$ cat src/rtl/rtc_seq_pkg.sv
package rtc_seq_pkg;

  typedef enum logic [3:0] {
    ST_START,
    ST_BOOT_RD,
    ST_BOOT_INT,
    ST_BOOT_CTL,
    ST_BOOT_POLL,
    ST_HS_CTL,
    ST_HS_RD,
    ST_HS_GAP,
    ST_XFER,
    ST_GAP,
    ST_RSP,
    ST_IDLE
  } seq_state_t;

  localparam logic [3:0] ADDR_CTRL = 4'hE;
  localparam logic [3:0] ADDR_IRQ  = 4'h7;
  localparam logic [3:0] ADDR_WDAY = 4'h6;

  localparam logic [3:0] CTRL_H24  = 4'h4;
  localparam logic [3:0] CTRL_FIX  = 4'h7;
  localparam logic [3:0] IRQ_OFF   = 4'h0;

  localparam int BIT_BUSY = 0;
  localparam int BIT_STOP = 1;

  localparam int FIELD_W = 8;
  localparam int N_PAIR  = 6;
  localparam int N_SLOT  = 2 * N_PAIR + 1;

  function automatic logic [3:0] slot_addr(input logic [3:0] k);
    if (k == 4'(N_SLOT - 1)) return ADDR_WDAY;
    else if (k < 4'd6) return k;
    else return k + 4'd2;
  endfunction

endpackage

$ cat src/rtl/rtc_bcd_enc.sv
module rtc_bcd_enc #(
  parameter int BIN_W = 8
) (
  input  logic [BIN_W-1:0] bin,
  output logic [3:0]       tens,
  output logic [3:0]       units
);
  localparam int SHIFT  = 11;
  localparam int PROD_W = BIN_W + 8;

  logic [PROD_W-1:0] prod;
  logic [3:0]        q;
  logic [BIN_W-1:0]  q_x10;
  logic [BIN_W-1:0]  rem;

  always_comb begin
    prod  = PROD_W'(bin) * PROD_W'(205);
    q     = prod[SHIFT+3:SHIFT];
    q_x10 = BIN_W'(q) * BIN_W'(10);
    rem   = bin - q_x10;
    tens  = q;
    units = rem[3:0];
  end
endmodule

$ cat src/rtl/rtc_bcd_dec.sv
module rtc_bcd_dec #(
  parameter int BIN_W = 8
) (
  input  logic [3:0]       tens,
  input  logic [3:0]       units,
  output logic [BIN_W-1:0] bin
);
  always_comb bin = BIN_W'(tens) * BIN_W'(10) + BIN_W'(units);
endmodule

$ cat src/rtl/rtc_gap_timer.sv
module rtc_gap_timer #(
  parameter int CYCLES = 88
) (
  input  logic clk,
  input  logic rst_n,
  input  logic run,
  output logic expired
);
  localparam int CNT_W = $clog2(CYCLES + 1);

  logic [CNT_W-1:0] cnt;

  assign expired = run && (cnt == CNT_W'(CYCLES - 1));

  always_ff @(posedge clk or negedge rst_n) begin
    if (!rst_n) cnt <= '0;
    else if (!run) cnt <= '0;
    else if (!expired) cnt <= cnt + 1'b1;
  end
endmodule

$ cat src/rtl/rtc_txn_seq.sv
module rtc_txn_seq
  import rtc_seq_pkg::*;
#(
  parameter int GAP_CYCLES = 88,
  parameter int RETRY_MAX  = 8
) (
  input  logic       clk,
  input  logic       rst_n,
  input  logic       cmd_valid,
  output logic       cmd_ready,
  input  logic       cmd_write,
  input  logic [7:0] cmd_sec,
  input  logic [7:0] cmd_min,
  input  logic [7:0] cmd_hour,
  input  logic [7:0] cmd_mday,
  input  logic [7:0] cmd_mon,
  input  logic [7:0] cmd_year,
  input  logic [2:0] cmd_wday,
  output logic       rsp_valid,
  input  logic       rsp_ready,
  output logic       rsp_err,
  output logic [7:0] rsp_sec,
  output logic [7:0] rsp_min,
  output logic [7:0] rsp_hour,
  output logic [7:0] rsp_mday,
  output logic [7:0] rsp_mon,
  output logic [7:0] rsp_year,
  output logic [2:0] rsp_wday,
  output logic       rtc_ce,
  output logic       bus_req,
  output logic       bus_wr,
  output logic [3:0] bus_addr,
  output logic [3:0] bus_wdata,
  input  logic       bus_ack,
  input  logic [3:0] bus_rdata
);
  localparam int         RC_W      = $clog2(RETRY_MAX + 1);
  localparam logic [3:0] LAST_SLOT = 4'(N_SLOT - 1);

  seq_state_t state;
  logic [3:0]      slot;
  logic [RC_W-1:0] rcnt;
  logic            is_wr, is_boot, err;
  logic [FIELD_W-1:0] w_bin [N_PAIR];
  logic [2:0]      w_wday;
  logic [3:0]      rd_nib [N_SLOT];

  logic [3:0] enc_t [N_PAIR];
  logic [3:0] enc_u [N_PAIR];
  logic [FIELD_W-1:0] dec_bin [N_PAIR];

  logic       gap_run, gap_done;
  logic       acc_en, acc_wr;
  logic [3:0] acc_addr, acc_wdata, slot_wd;
  logic [7:0] yr_mod;
  logic       busy_seen, stop_seen, retry_last, cmd_fire;

  // digit codecs, one per field pair
  for (genvar i = 0; i < N_PAIR; i++) begin : g_codec
    rtc_bcd_enc #(.BIN_W(FIELD_W)) u_enc (
      .bin  (w_bin[i]),
      .tens (enc_t[i]),
      .units(enc_u[i])
    );
    rtc_bcd_dec #(.BIN_W(FIELD_W)) u_dec (
      .tens (rd_nib[2*i+1]),
      .units(rd_nib[2*i]),
      .bin  (dec_bin[i])
    );
  end

  assign gap_run = (state == ST_GAP) || (state == ST_HS_GAP);

  rtc_gap_timer #(.CYCLES(GAP_CYCLES)) u_gap (
    .clk    (clk),
    .rst_n  (rst_n),
    .run    (gap_run),
    .expired(gap_done)
  );

  always_comb begin
    if (cmd_year >= 8'd200)      yr_mod = cmd_year - 8'd200;
    else if (cmd_year >= 8'd100) yr_mod = cmd_year - 8'd100;
    else                         yr_mod = cmd_year;
  end

  always_comb begin
    if (slot == LAST_SLOT) slot_wd = {1'b0, w_wday};
    else if (slot[0])      slot_wd = enc_t[slot[3:1]];
    else                   slot_wd = enc_u[slot[3:1]];
  end

  // access decode from state
  always_comb begin
    acc_en    = 1'b0;
    acc_wr    = 1'b0;
    acc_addr  = ADDR_CTRL;
    acc_wdata = 4'h0;
    unique case (state)
      ST_BOOT_RD, ST_BOOT_POLL, ST_HS_RD: acc_en = 1'b1;
      ST_BOOT_INT: begin
        acc_en = 1'b1; acc_wr = 1'b1; acc_addr = ADDR_IRQ; acc_wdata = IRQ_OFF;
      end
      ST_BOOT_CTL: begin
        acc_en = 1'b1; acc_wr = 1'b1; acc_wdata = CTRL_FIX;
      end
      ST_HS_CTL: begin
        acc_en = 1'b1; acc_wr = 1'b1; acc_wdata = CTRL_H24;
      end
      ST_XFER: begin
        acc_en = 1'b1; acc_wr = is_wr; acc_addr = slot_addr(slot); acc_wdata = slot_wd;
      end
      default: ;
    endcase
  end

  assign bus_req   = acc_en;
  assign bus_wr    = acc_wr;
  assign bus_addr  = acc_addr;
  assign bus_wdata = acc_wdata;

  assign rtc_ce = !((state == ST_START) || (state == ST_HS_GAP) || (state == ST_GAP) ||
                    (state == ST_RSP) || (state == ST_IDLE));

  assign cmd_ready  = (state == ST_IDLE);
  assign cmd_fire   = cmd_ready && cmd_valid;
  assign rsp_valid  = (state == ST_RSP);
  assign rsp_err    = err;
  assign busy_seen  = bus_rdata[BIT_BUSY];
  assign stop_seen  = bus_rdata[BIT_STOP];
  assign retry_last = (rcnt == RC_W'(RETRY_MAX - 1));

  assign rsp_sec  = dec_bin[0];
  assign rsp_min  = dec_bin[1];
  assign rsp_hour = dec_bin[2];
  assign rsp_mday = dec_bin[3];
  assign rsp_mon  = dec_bin[4] - 8'd1;
  assign rsp_year = (dec_bin[5] < 8'd70) ? dec_bin[5] + 8'd100 : dec_bin[5];
  assign rsp_wday = rd_nib[N_SLOT-1][2:0];

  always_ff @(posedge clk or negedge rst_n) begin
    if (!rst_n) begin
      state   <= ST_START;
      slot    <= '0;
      rcnt    <= '0;
      is_wr   <= 1'b0;
      is_boot <= 1'b1;
      err     <= 1'b0;
      w_wday  <= '0;
      for (int i = 0; i < N_PAIR; i++) w_bin[i] <= '0;
      for (int i = 0; i < N_SLOT; i++) rd_nib[i] <= '0;
    end else begin
      unique case (state)
        ST_START: state <= ST_BOOT_RD;
        ST_BOOT_RD: if (bus_ack) state <= stop_seen ? ST_BOOT_INT : ST_GAP;
        ST_BOOT_INT: if (bus_ack) state <= ST_BOOT_CTL;
        ST_BOOT_CTL: if (bus_ack) state <= ST_BOOT_POLL;
        ST_BOOT_POLL: if (bus_ack) begin
          if (!busy_seen) begin
            state    <= ST_HS_CTL;
            rcnt     <= '0;
            is_wr    <= 1'b1;
            w_bin[0] <= 8'd0;
            w_bin[1] <= 8'd0;
            w_bin[2] <= 8'd0;
            w_bin[3] <= 8'd1;
            w_bin[4] <= 8'd2;
            w_bin[5] <= 8'd0;
            w_wday   <= 3'd0;
          end else if (retry_last) begin
            err   <= 1'b1;
            state <= ST_GAP;
          end else begin
            rcnt <= rcnt + 1'b1;
          end
        end
        ST_HS_CTL: if (bus_ack) state <= ST_HS_RD;
        ST_HS_RD: if (bus_ack) begin
          if (!busy_seen) begin
            state <= ST_XFER;
            slot  <= '0;
          end else if (retry_last) begin
            err   <= 1'b1;
            state <= ST_GAP;
          end else begin
            rcnt  <= rcnt + 1'b1;
            state <= ST_HS_GAP;
          end
        end
        ST_HS_GAP: if (gap_done) state <= ST_HS_CTL;
        ST_XFER: if (bus_ack) begin
          if (!is_wr) rd_nib[slot] <= bus_rdata;
          if (slot == LAST_SLOT) state <= ST_GAP;
          else slot <= slot + 4'd1;
        end
        ST_GAP: if (gap_done) begin
          if (is_boot) begin
            is_boot <= 1'b0;
            state   <= ST_IDLE;
          end else begin
            state <= ST_RSP;
          end
        end
        ST_RSP: if (rsp_ready) state <= ST_IDLE;
        ST_IDLE: if (cmd_fire) begin
          state    <= ST_HS_CTL;
          err      <= 1'b0;
          rcnt     <= '0;
          is_wr    <= cmd_write;
          w_bin[0] <= cmd_sec;
          w_bin[1] <= cmd_min;
          w_bin[2] <= cmd_hour;
          w_bin[3] <= cmd_mday;
          w_bin[4] <= cmd_mon + 8'd1;
          w_bin[5] <= yr_mod;
          w_wday   <= cmd_wday;
        end
        default: state <= ST_IDLE;
      endcase
    end
  end
endmodule

$ cat config.mk
export PLATFORM = sky130hd
export DESIGN_NAME = rtc_txn_seq
export DESIGN_NICKNAME = d
export VERILOG_FILES = /design/src/rtl/rtc_seq_pkg.sv /design/src/rtl/rtc_bcd_enc.sv /design/src/rtl/rtc_bcd_dec.sv /design/src/rtl/rtc_gap_timer.sv /design/src/rtl/rtc_txn_seq.sv
export SDC_FILE = /design/constraint.sdc
export NUM_CORES = 1
export LEC_CHECK = 0
export CORE_MARGIN = 2
export CORE_UTILIZATION = 30
export CTS_BUF_LIST = sky130_fd_sc_hd__clkbuf_4 sky130_fd_sc_hd__clkbuf_8
export DETAILED_ROUTE_END_ITERATION = 10
export PLACE_DENSITY = 0.51
export SYNTH_ARGS = -nofsm -noshare
export SYNTH_HDL_FRONTEND = slang
export SYNTH_SLANG_ARGS = --single-unit
export TNS_END_PERCENT = 10
$ cat constraint.sdc
create_clock -name clk -period 5.98 [get_ports clk]
set_input_delay 0.598 -clock clk [delete_from_list [all_inputs] [get_ports clk]]
set_output_delay 0.598 -clock clk [all_outputs]
set_load 0.01 [all_outputs]
==> metrics.md, run 1 <==
| Metric | Value |
|---|---|
| Pwr Density | `619 nW/um^2` |
| Number of port buffers | `125` |
| Most frequent CP cell | `fa_1` |
| Synth Register Bits | `124` |
| Top-area cell type share of the netlist area | `26.3%` |
| Antenna violations before repair | `2` |
| Unrepaired setup endpoints after global routing | `true` |
| DIE HEIGHT | `223 um` |
| Final Net Count | `2175` |
| Area of the multi-input gates | `10500 sq um` |
| Clock slew at reported path FFs | `0.08 ns` |
| CTS Buf Count | `17` |
| Drt drc | `0` |
| Routed Antenna Nets | `0` |
| Vias in the first global route | `11900` |
| Post-Syn Area | `14400 sq um` |
| Syn Inst Count | `1496` |
| Crit path max fanout | `3` |
| # IOs | `~130` |
| Htree depth | `4` |
| Final period util | `105%` |
| Crit path cell chain | `buf_4 > ha_2 > fa_1 > fa_1 > inv_1 > fa_1 > inv_1 > ha_4 > and4_4 > and2_4 > a221oi_2 > a21bo_2 > a21boi_1 > buf_4 > fa_2 > mux2i_1 > nand2_1 > o21ai_2 > a22oi_1 > nor2_1 > a221oi_2 > nand2_2 > buf_6` |
| Max Fclk | `0.160 GHz` |
| Fraction of layout cells with a size suffix above 1 | `15.6%` |
| Iter 0 DRT Violations | `465` |
| Via density | `4.75` |
| CTS Root Cell | `clkbuf_8` |
| Placer Congestion | `0.852` |
| Routed via count | `roughly 11000` |
| Hold_ws | `0.460 ns` |
| Worst Path Required | `5.38 ns` |
| # setup viols final | `3` |
| DRT Pass-1 Iters | `5` |
| Die Width | `between 200 and 250 um` |
| Synth area leaders | `ha_1 (26%), dfrtp_1 (21%), fa_1 (12%)` |
| Main flop type after synthesis | `dfrtp_1` |
| CTS tree | `built` |
| Place WS | `-0.446 ns` |
| CP top delay family | `adder cells` |
| Final Hold Fails | `0` |
| Final HPWL DP | `30.3 mm` |
| Finished Layout Cells | `2355` |
| Die ar. | `49700 sq um` |
| Failing checks | `setup timing` |
| Synth unique cells | `between 60 and 70` |
| Max Cap Violations | `0` |
| Outcome | `finished, violations left` |
| Starting Density | `between 30% and 40%` |
| Leading cell type in the layout, fill and taps excluded | `ha_1` |
| DR WL/cell | `15.6 um` |
| Worst slew pin tran | `between 0.9 and 1 ns` |
| Setup TNS | `-0.593 ns` |
| Placed instance count | `2316` |
| Mapped Nets | `1944` |
| Startpoint Class | `flop` |
| Largest stage delay on the critical path | `0.55 ns` |
| First-pass GRT wire length | `around 60 mm` |
| Pin count of the biggest net entering global routing | `60` |
| Worst Setup End Kind | `output port` |
| Commonest cells after routing, fill and taps aside | `ha_1 (286), inv_1 (246), buf_4 (125)` |
| Peak supply drop | `about 0.00032 V` |
| Clock sinks | `124` |
| Slew Limit Fails | `0` |
| Setup Crit Path Kind | `flop to output port` |
| Worst Hold Class | `flop to flop` |
| Max transition margin | `approximately two fifths` |
| Post-DP Area | `17200 sq um` |
| Total core area | `47500 sq um` |
| Area growth syn-to-layout | `24.4%` |
| CTS Buffer Depth | `2` |
| Avg Cell Area, Syn | `9.62 sq um` |
| Worst path arrival time | `5.66 ns` |
| Synth async-reset ratio | `100%` |
| CP Buf/Inv Count | `5` |
| Worst Setup Slack, final | `-0.274 ns` |
| Row cnt | `80` |
| Period minus WS final | `about 6.3 ns` |
| Sequential area share after synthesis | `21.6%` |
| Worst Skew | `approximately 0.025 ns` |
| Total gr overflow | `0` |
| Drt total wl | `36.7 mm` |
| Reg area | `between 3000 and 4000 sq um` |
| Ys Warns | `0` |
| Finished Cell Area | `17900 sq um` |
| Slowest-stage cell, CP | `fa_2` |
| Fillcell total | `around 4800` |
| Leak pwr | `9.25 nW` |
| Clk Latency, worst-skew pair | `0.50 ns` |
| Total global routing track utilization | `between 15 and 20%` |
| Cell taking the most area after synthesis | `ha_1` |
| Post-synth EDFFs | `0` |
-- registers in the layout, summed over array words and instances (netlist names), 3 cells and up --
| register | flops |
|---|---|
| rd_nib | 48 |
| rcnt | 4 |
| w_wday | 3 |
| u_gap.cnt | 7 |
| rsp_wday | 3 |
| slot | 4 |
| w_bin | 48 |
| state | 4 |
-- worst paths after layout --
kind,to,cells after the start,slack [ns],start
setup reg to reg,w_bin[10],8,2.55,state[3]
max in group asynchronous,w_bin[27],3,4.16,rst_n
hold / removal,is_boot,1,0.46,is_boot
setup / recovery,bus_wdata[2],23,-0.27,w_bin[1]
hold reg to reg,is_boot,1,0.46,is_boot
min in group asynchronous,w_bin[15],2,0.58,rst_n
-- cell families (layout without fill, tap and decap cells) --
kind of cell	Yosys count	count (layout)	share of synthesized area (%)
adder cells (fa/ha/maj)	387	387	38.0
buffers and inverters	286	529	7.62
AND/OR/NAND/NOR	271	271	8.83
AO/OA/AOI/OAI	251	251	11.6
flip-flops	124	124	21.6
XOR/XNOR	105	105	6.58
multiplexers	72	72	5.74
other	0	1	0
-- metrics by stage --
stage / total power [W] / util, %
5_1_grt: 0.0124 / 37.6
4_1_cts: 0.0110 / 37.3
6_report: 0.0111 / 37.6
3_5_place_dp: 0.00982 / 36.1
2_1_floorplan: 0.00693 / -
3_3_place_gp: 0.00967 / 36.1
-- repair_timing --
| item | in CTS | in global routing |
|---|---|---|
| pin swaps | 23 | 31 |
| endpoints found under the hold margin | 4 | 0 |
| hold buffers | 1 | 0 |
| setup endpoints to repair | 4 | 4 |
| setup buffers | 5 | 1 |
| resized for setup | 39 | 23 |
-- synth_stat cells (all sizes together), types with 6 or more instances --
| cell | instances |
|---|---|
| buf | 9 |
| o21a | 6 |
| clkbuf | 29 |
| nor2 | 70 |
| o22ai | 6 |
| nand2 | 83 |
| nand3 | 41 |
| inv | 248 |
| dfrtp | 123 |
| a21o | 12 |
| a21oi | 61 |
| xnor2 | 89 |
| a211oi | 9 |
| nor3 | 13 |
| mux2i | 15 |
| a22o | 27 |
| nor2b | 17 |
| ha | 303 |
| nand2b | 11 |
| fa | 84 |
| and3 | 9 |
| a31oi | 7 |
| xor2 | 14 |
| o21bai | 8 |
| o21ai | 74 |
| mux2 | 54 |
| o31ai | 6 |
-- final cells by class --
| class | count | area share [%] |
|---|---|---|
| multi-input cells | 1086 | 58.5 |
| flip-flops and latches | 124 | 17.3 |
| repair buffers | 250 | 12.3 |
| inverters | 248 | 5.20 |
| well taps | 615 | 4.30 |
| clock buffers | 21 | 1.54 |
| clock inverters | 10 | 0.783 |
| diodes | 1 | 0.0140 |
-- routing by layer --
| layer | GRT usage [%] | wire length (um) | up-vias |
|---|---|---|---|
| met3 | 2.62 | 1260 | 39 |
| met2 | 25.6 | 17100 | 210 |
| li1 | - | - | 5554 |
| met1 | 20.7 | 17600 | 5379 |
| met5 | 0 | 11 | - |
| met4 | 4.22 | 663 | 2 |
-- where the power goes --
part,switching (W),internal [W],leakage (nW)
sequential,0.000299,0.00105,1.66
clock,0.000376,0.000441,0.205
combinational,0.00454,0.00439,7.39
total,0.00521,0.00588,9.25
(Power assumes the default switching activity.)
==> run 2: changes to the inputs <==
- CORE_UTILIZATION: 30 -> 55
- PLACE_DENSITY: 0.51 -> 0.81
- RECOVER_POWER: not set -> 100
==> run 2 against run 1 <==
- the flow finishes with violations (capacitance limit, slew limit, setup timing)
- routed wire length down 2.7%
- count of clock-buffer cells in the layout down 4
- final cell count down 13%
- first-iteration DRC count up 38%
- via count up 4.0%
- clock skew down 0.0092 ns
- maximum frequency down 1.7%
- non-clock buffer count down 25
- sequential cell count unchanged
- largest cell class unchanged
==> metrics.md, run 2 (synthesis results as in run 1) <==
| Metric | Value |
|---|---|
| Max Fclk | `0.157 GHz` |
| DR WL/cell | `17.4 um` |
| Period minus WS final | `6.36 ns` |
| Final Net Count | `2150` |
| Pin count of the biggest net entering global routing | `74` |
| CTS Buf Count | `17` |
| CTS Buffer Depth | `2` |
| Routed via count | `11600` |
| Fillcell total | `1964` |
| Commonest cells after routing, fill and taps aside | `ha_1 (285), inv_1 (246), dfrtp_1 (120)` |
| Routed Antenna Nets | `0` |
| Met3 usage | `3.98%` |
| Via density | `between 5 and 6` |
| Final period util | `106%` |
| Final HPWL DP | `27.5 mm` |
| Worst slew pin tran | `2.94 ns` |
| Drt drc | `0` |
| Worst Setup Slack, final | `-0.382 ns` |
| Max Cap Violations | `4` |
| # setup viols final | `3` |
| CTS tree | `built` |
| Drt total wl | `35.6 mm` |
| DRT Pass-1 Iters | `6` |
| Placer Congestion | `a little over 0.9` |
| Outcome | `finished, violations left` |
| Failing checks | `capacitance limit, slew limit, setup timing` |
| Die ar. | `roughly 27000 sq um` |
| Biggest regs | `rd_nib (48), w_bin (48), u_gap.cnt (7)` |
| Starting Density | `55.5%` |
| Met1 usage | `32.4%` |
| CTS Root Cell | `clkbuf_8` |
| Row cnt | `59` |
| Grt met2 use | `approximately 45%` |
| Final Hold Fails | `0` |
| Leading cell type in the layout, fill and taps excluded | `ha_1` |
| Htree depth | `4` |
| Worst Setup End Kind | `output port` |
| Worst Skew | `0.0154 ns` |
| Worst Hold Class | `flop to flop` |
| Iter 0 DRT Violations | `641` |
| Crit path max fanout | `3` |
| Total core area | `25900 sq um` |
| Clock slew at reported path FFs | `0.09 ns` |
| Clk Latency, worst-skew pair | `0.47 ns` |
| Reg area | `3110 sq um` |
| Fraction of layout cells with a size suffix above 1 | `14.9%` |
| Setup Crit Path Kind | `flop to output port` |
| Slew Limit Fails | `206` |
| Total gr overflow | `0` |
| Clock sinks | `124` |
| Unrepaired setup endpoints after global routing | `true` |
| Area growth syn-to-layout | `20.5%` |
| Worst Path Required | `5.38 ns` |
| Startpoint Class | `flop` |
| First-pass GRT wire length | `57.6 mm` |
| # hold bufs at CTS | `0` |
| Number of port buffers | `125` |
| Max transition margin | `-96.1%` |
| Total global routing track utilization | `25.5%` |
| Die Width | `166 um` |
| # IOs | `126` |
| Gr busiest metal | `met2` |
| Area of the multi-input gates | `about 11000 sq um` |
| Setup TNS | `-0.914 ns` |
| Antenna violations before repair | `0` |
| Vias in the first global route | `between 10000 and 15000` |
| DIE HEIGHT | `about 170 um` |
| Worst path arrival time | `5.76 ns` |
| Antenna cells | `0` |
==> run 2: changes by cell type in the layout (fill, tap and decap cells not counted), sizes merged <==
cell,delta
clkdlybuf4s50,-60
dlygate4sd3,+59
buf,-28
inv,+8
bufinv,-3
clkbuf,+1
clkinv,+1
clkinvlp,-1
diode,-1
dlymetal6s2s,-1
==> run 2: repair_timing <==
| item | 4_1_cts | 5_1_grt |
|---|---|---|
| cloned | 0 | 0 |
| gates resized for setup | 44 | 33 |
| setup endpoints to repair | 4 | 4 |
| setup buffers | 6 | 6 |
| pin swaps | 22 | 35 |
==> run 2: cell type report <==
class                           count  share of cell area (%)
Multi-Input combinational cell   1086                    60.7
Inverter                          248                    5.37
Clock inverter                     15                   0.844
Tap cell                          335                    2.42
Timing Repair Buffer              225                    11.4
Sequential cell                   124                    17.9
Clock buffer                       17                    1.35
==> run 2: metrics by stage <==
step / util, % / cells / setup slack (ns) / cell area, sq um / hold slack, ns
global placement: 63.9 / 2006 / -0.288 / 16600 / 0.449
floorplan: - / 1496 / 0.387 / 14400 / 0.302
global route: 66.9 / 2050 / -0.573 / 17300 / 0.485
CTS: 66.2 / 2044 / -0.365 / 17200 / 0.181
finish: 66.9 / 2050 / -0.382 / 17300 / 0.466
detailed placement: 63.9 / 2006 / -0.504 / 16600 / 0.456
==> run 2: critical path: stages, from the launching register on <==
cell and delay, ns:
dfrtp_1 0.40, buf_6 0.12, ha_4 0.27, fa_1 0.44, fa_1 0.51, inv_1 0.05, fa_1 0.50, inv_2 0.05
ha_4 0.16, a2111oi_4 0.32, o21ai_1 0.12, o22a_2 0.26, a21oi_4 0.18, xnor2_2 0.16, fa_2 0.46, mux4_2 0.51
o21ai_2 0.15, a22oi_1 0.08, nor2_1 0.18, a221oi_2 0.06, nand2_1 0.15, buf_2 0.15
==> run 2: layer usage <==
metal / wire length [um] / part of all wire [%]
met5: 0 / 0
met1: 14800 / 42
met4: 1010 / 2.8
met3: 1990 / 5.6
met2: 17800 / 50
==> run 2: worst paths after layout <==
check                                to  slack, ns  cells after the start       from
max                        bus_wdata[2]      -0.38                     21  w_bin[25]
min                             is_boot       0.47                      1    is_boot
max reg2reg                   w_bin[26]       1.08                      6   state[3]
min reg2reg                     is_boot       0.47                      1    is_boot
max in group asynchronous     w_bin[42]       1.88                      2      rst_n
min in group asynchronous    rd_nib[44]       1.06                      1      rst_n
Power of run 2 is left out: the tool's default activity adds up to more than one toggle a clock period on the data nets, which glitch-free logic cannot reach.
==> run 3: changes to the inputs <==
- CORE_ASPECT_RATIO: not set -> 0.7
==> run 3 against run 2 <==
- the flow still finishes with violations (capacitance limit, slew limit, setup timing)
- sequential share of layout area up 0.15 points
- hold slack better by 0.0041 ns
- register-to-register slack worse by 0.15 ns
- final cell count down 0.78%
- core utilization down 0.053 points
- sequential cell count unchanged
- count of clock-buffer cells in the layout up 5
- routed wire length up 3.9%
- via count down 0.22%
- die area about the same
- critical path type unchanged
- largest cell class unchanged
==> metrics.md, run 3 (synthesis results as in run 1) <==
| Metric | Value |
|---|---|
| Htree depth | `4` |
| Die ar. | `27500 sq um` |
| Worst Setup End Kind | `output port` |
| Routed via count | `11600` |
| Biggest regs | `rd_nib (48), w_bin (48), u_gap.cnt (7)` |
| Max transition margin | `-113%` |
| # setup viols final | `3` |
| Final Net Count | `2138` |
| Row cnt | `between 40 and 50` |
| Unrepaired setup endpoints after global routing | `true` |
| Worst Setup Slack, final | `-0.344 ns` |
| # IOs | `126` |
| CTS Root Cell | `clkbuf_8` |
| Final Hold Fails | `0` |
| Pin count of the biggest net entering global routing | `70` |
| Routed Antenna Nets | `0` |
| Startpoint Class | `flop` |
| Antenna violations before repair | `0` |
| Clock sinks | `124` |
| Total global routing track utilization | `27.7%` |
| CTS Buf Count | `17` |
| Worst Hold Class | `flop to flop` |
| Setup TNS | `-0.878 ns` |
| Max Fclk | `0.158 GHz` |
| Final HPWL DP | `28.6 mm` |
| CTS Buffer Depth | `2` |
| Clk Latency, worst-skew pair | `~0.5 ns` |
| Clock slew at reported path FFs | `0.09 ns` |
| Commonest cells after routing, fill and taps aside | `ha_1 (289), inv_1 (248), dfrtp_1 (123)` |
| Vias in the first global route | `11900` |
| Setup Crit Path Kind | `flop to output port` |
| Placer Congestion | `0.924` |
| First-pass GRT wire length | `60.0 mm` |
| DRT Pass-1 Iters | `5` |
| Hold_ws | `0.470 ns` |
| Total gr overflow | `0` |
| Worst Skew | `about 0.031 ns` |
| Fraction of layout cells with a size suffix above 1 | `about an eighth` |
| Max Cap Violations | `3` |
| CTS tree | `built` |
| Leading cell type in the layout, fill and taps excluded | `ha_1` |
| Antenna cells | `0` |
| DR WL/cell | `~18 um` |
| Period minus WS final | `6.32 ns` |
| Outcome | `finished, violations left` |
| Failing checks | `capacitance limit, slew limit, setup timing` |
| Number of port buffers | `125` |
| Starting Density | `56.0%` |
| Final period util | `106%` |
| Die Width | `197 um` |
| Via density | `5.71` |
| Worst slew pin tran | `3.19 ns` |
| Drt total wl | `about 37 mm` |
| Area growth syn-to-layout | `19.4%` |
| Worst Path Required | `5.38 ns` |
| Drt drc | `0` |
| Slew Limit Fails | `169` |
| Iter 0 DRT Violations | `1127` |
| Fillcell total | `1928` |
| DIE HEIGHT | `between 100 and 150 um` |
| Total core area | `25700 sq um` |
| Crit path max fanout | `3` |
| Fin util | `66.9%` |
| Worst path arrival time | `about 5.7 ns` |
[run 3: cell types whose count changed in the layout (fill, tap and decap cells not counted), moves of 4 or more]
cell / previous run / this run
buf_4: 96 / 85
inv_6: 5 / 0
ha_1: 285 / 289
ha_4: 12 / 8
inv_8: 4 / 0
[run 3: metrics by stage]
stage	cell area [sq um]	worst slack, ns	std cells
6_report	17200	-0.344	2034
5_1_grt	17200	-0.566	2034
4_1_cts	17000	-0.525	2032
3_5_place_dp	16500	-0.505	1997
3_3_place_gp	16500	-0.270	1997
2_1_floorplan	14400	0.387	1496
[run 3: routing by layer]
layer,vias up,track usage [%],part of all wire [%]
met5,-,0,0
met4,0,8.43,2.8
met3,87,5.36,6.0
met2,386,44.0,45
met1,5643,38.4,46
li1,5491,-,-
[run 3: worst paths after layout]
kind | cells past startpoint | to | startpoint | slack [ns]
max | 20 | bus_wdata[2] | w_bin[17] | -0.34
min | 1 | is_boot | is_boot | 0.47
max reg2reg | 7 | w_bin[7] | state[3] | 0.93
min reg2reg | 1 | is_boot | is_boot | 0.47
max in group asynchronous | 2 | w_bin[32] | rst_n | 1.71
min in group asynchronous | 1 | w_bin[1] | rst_n | 1.19
[run 3: area by class of cell]
cell class | instances | area [sq um] | share of cell area [%]
tap | 331 | 414 | 2.41
inverter | 248 | 931 | 5.42
sequential | 124 | 3100 | 18.1
multi-input combinational | 1086 | 10400 | 60.6
clock buffer | 22 | 290 | 1.69
timing repair buffer | 213 | 1890 | 11.0
clock inverter | 10 | 140 | 0.815
[run 3: critical path, stage by stage, from the launching register on]
cell,delay (ns)
dfrtp_1,0.43
ha_1,0.35
fa_1,0.51
fa_1,0.54
inv_1,0.06
fa_1,0.54
inv_1,0.05
ha_1,0.30
o21ai_0,0.14
a21oi_1,0.14
a31oi_1,0.22
xnor2_1,0.17
ha_1,0.24
fa_1,0.45
mux4_2,0.47
o21ai_1,0.13
a22oi_1,0.08
nor2_1,0.09
a221oi_1,0.06
nand2_1,0.13
clkbuf_2,0.15
[run 3: what timing repair did]
item	CTS	global route
resized for setup	24	24
buffers inserted	3	2
gates cloned	0	0
pin swaps	14	17
hold buffers	0	0
endpoints found under the setup margin	4	4
endpoints found under the hold margin	0	0
Power of run 3 is left out for the same reason.
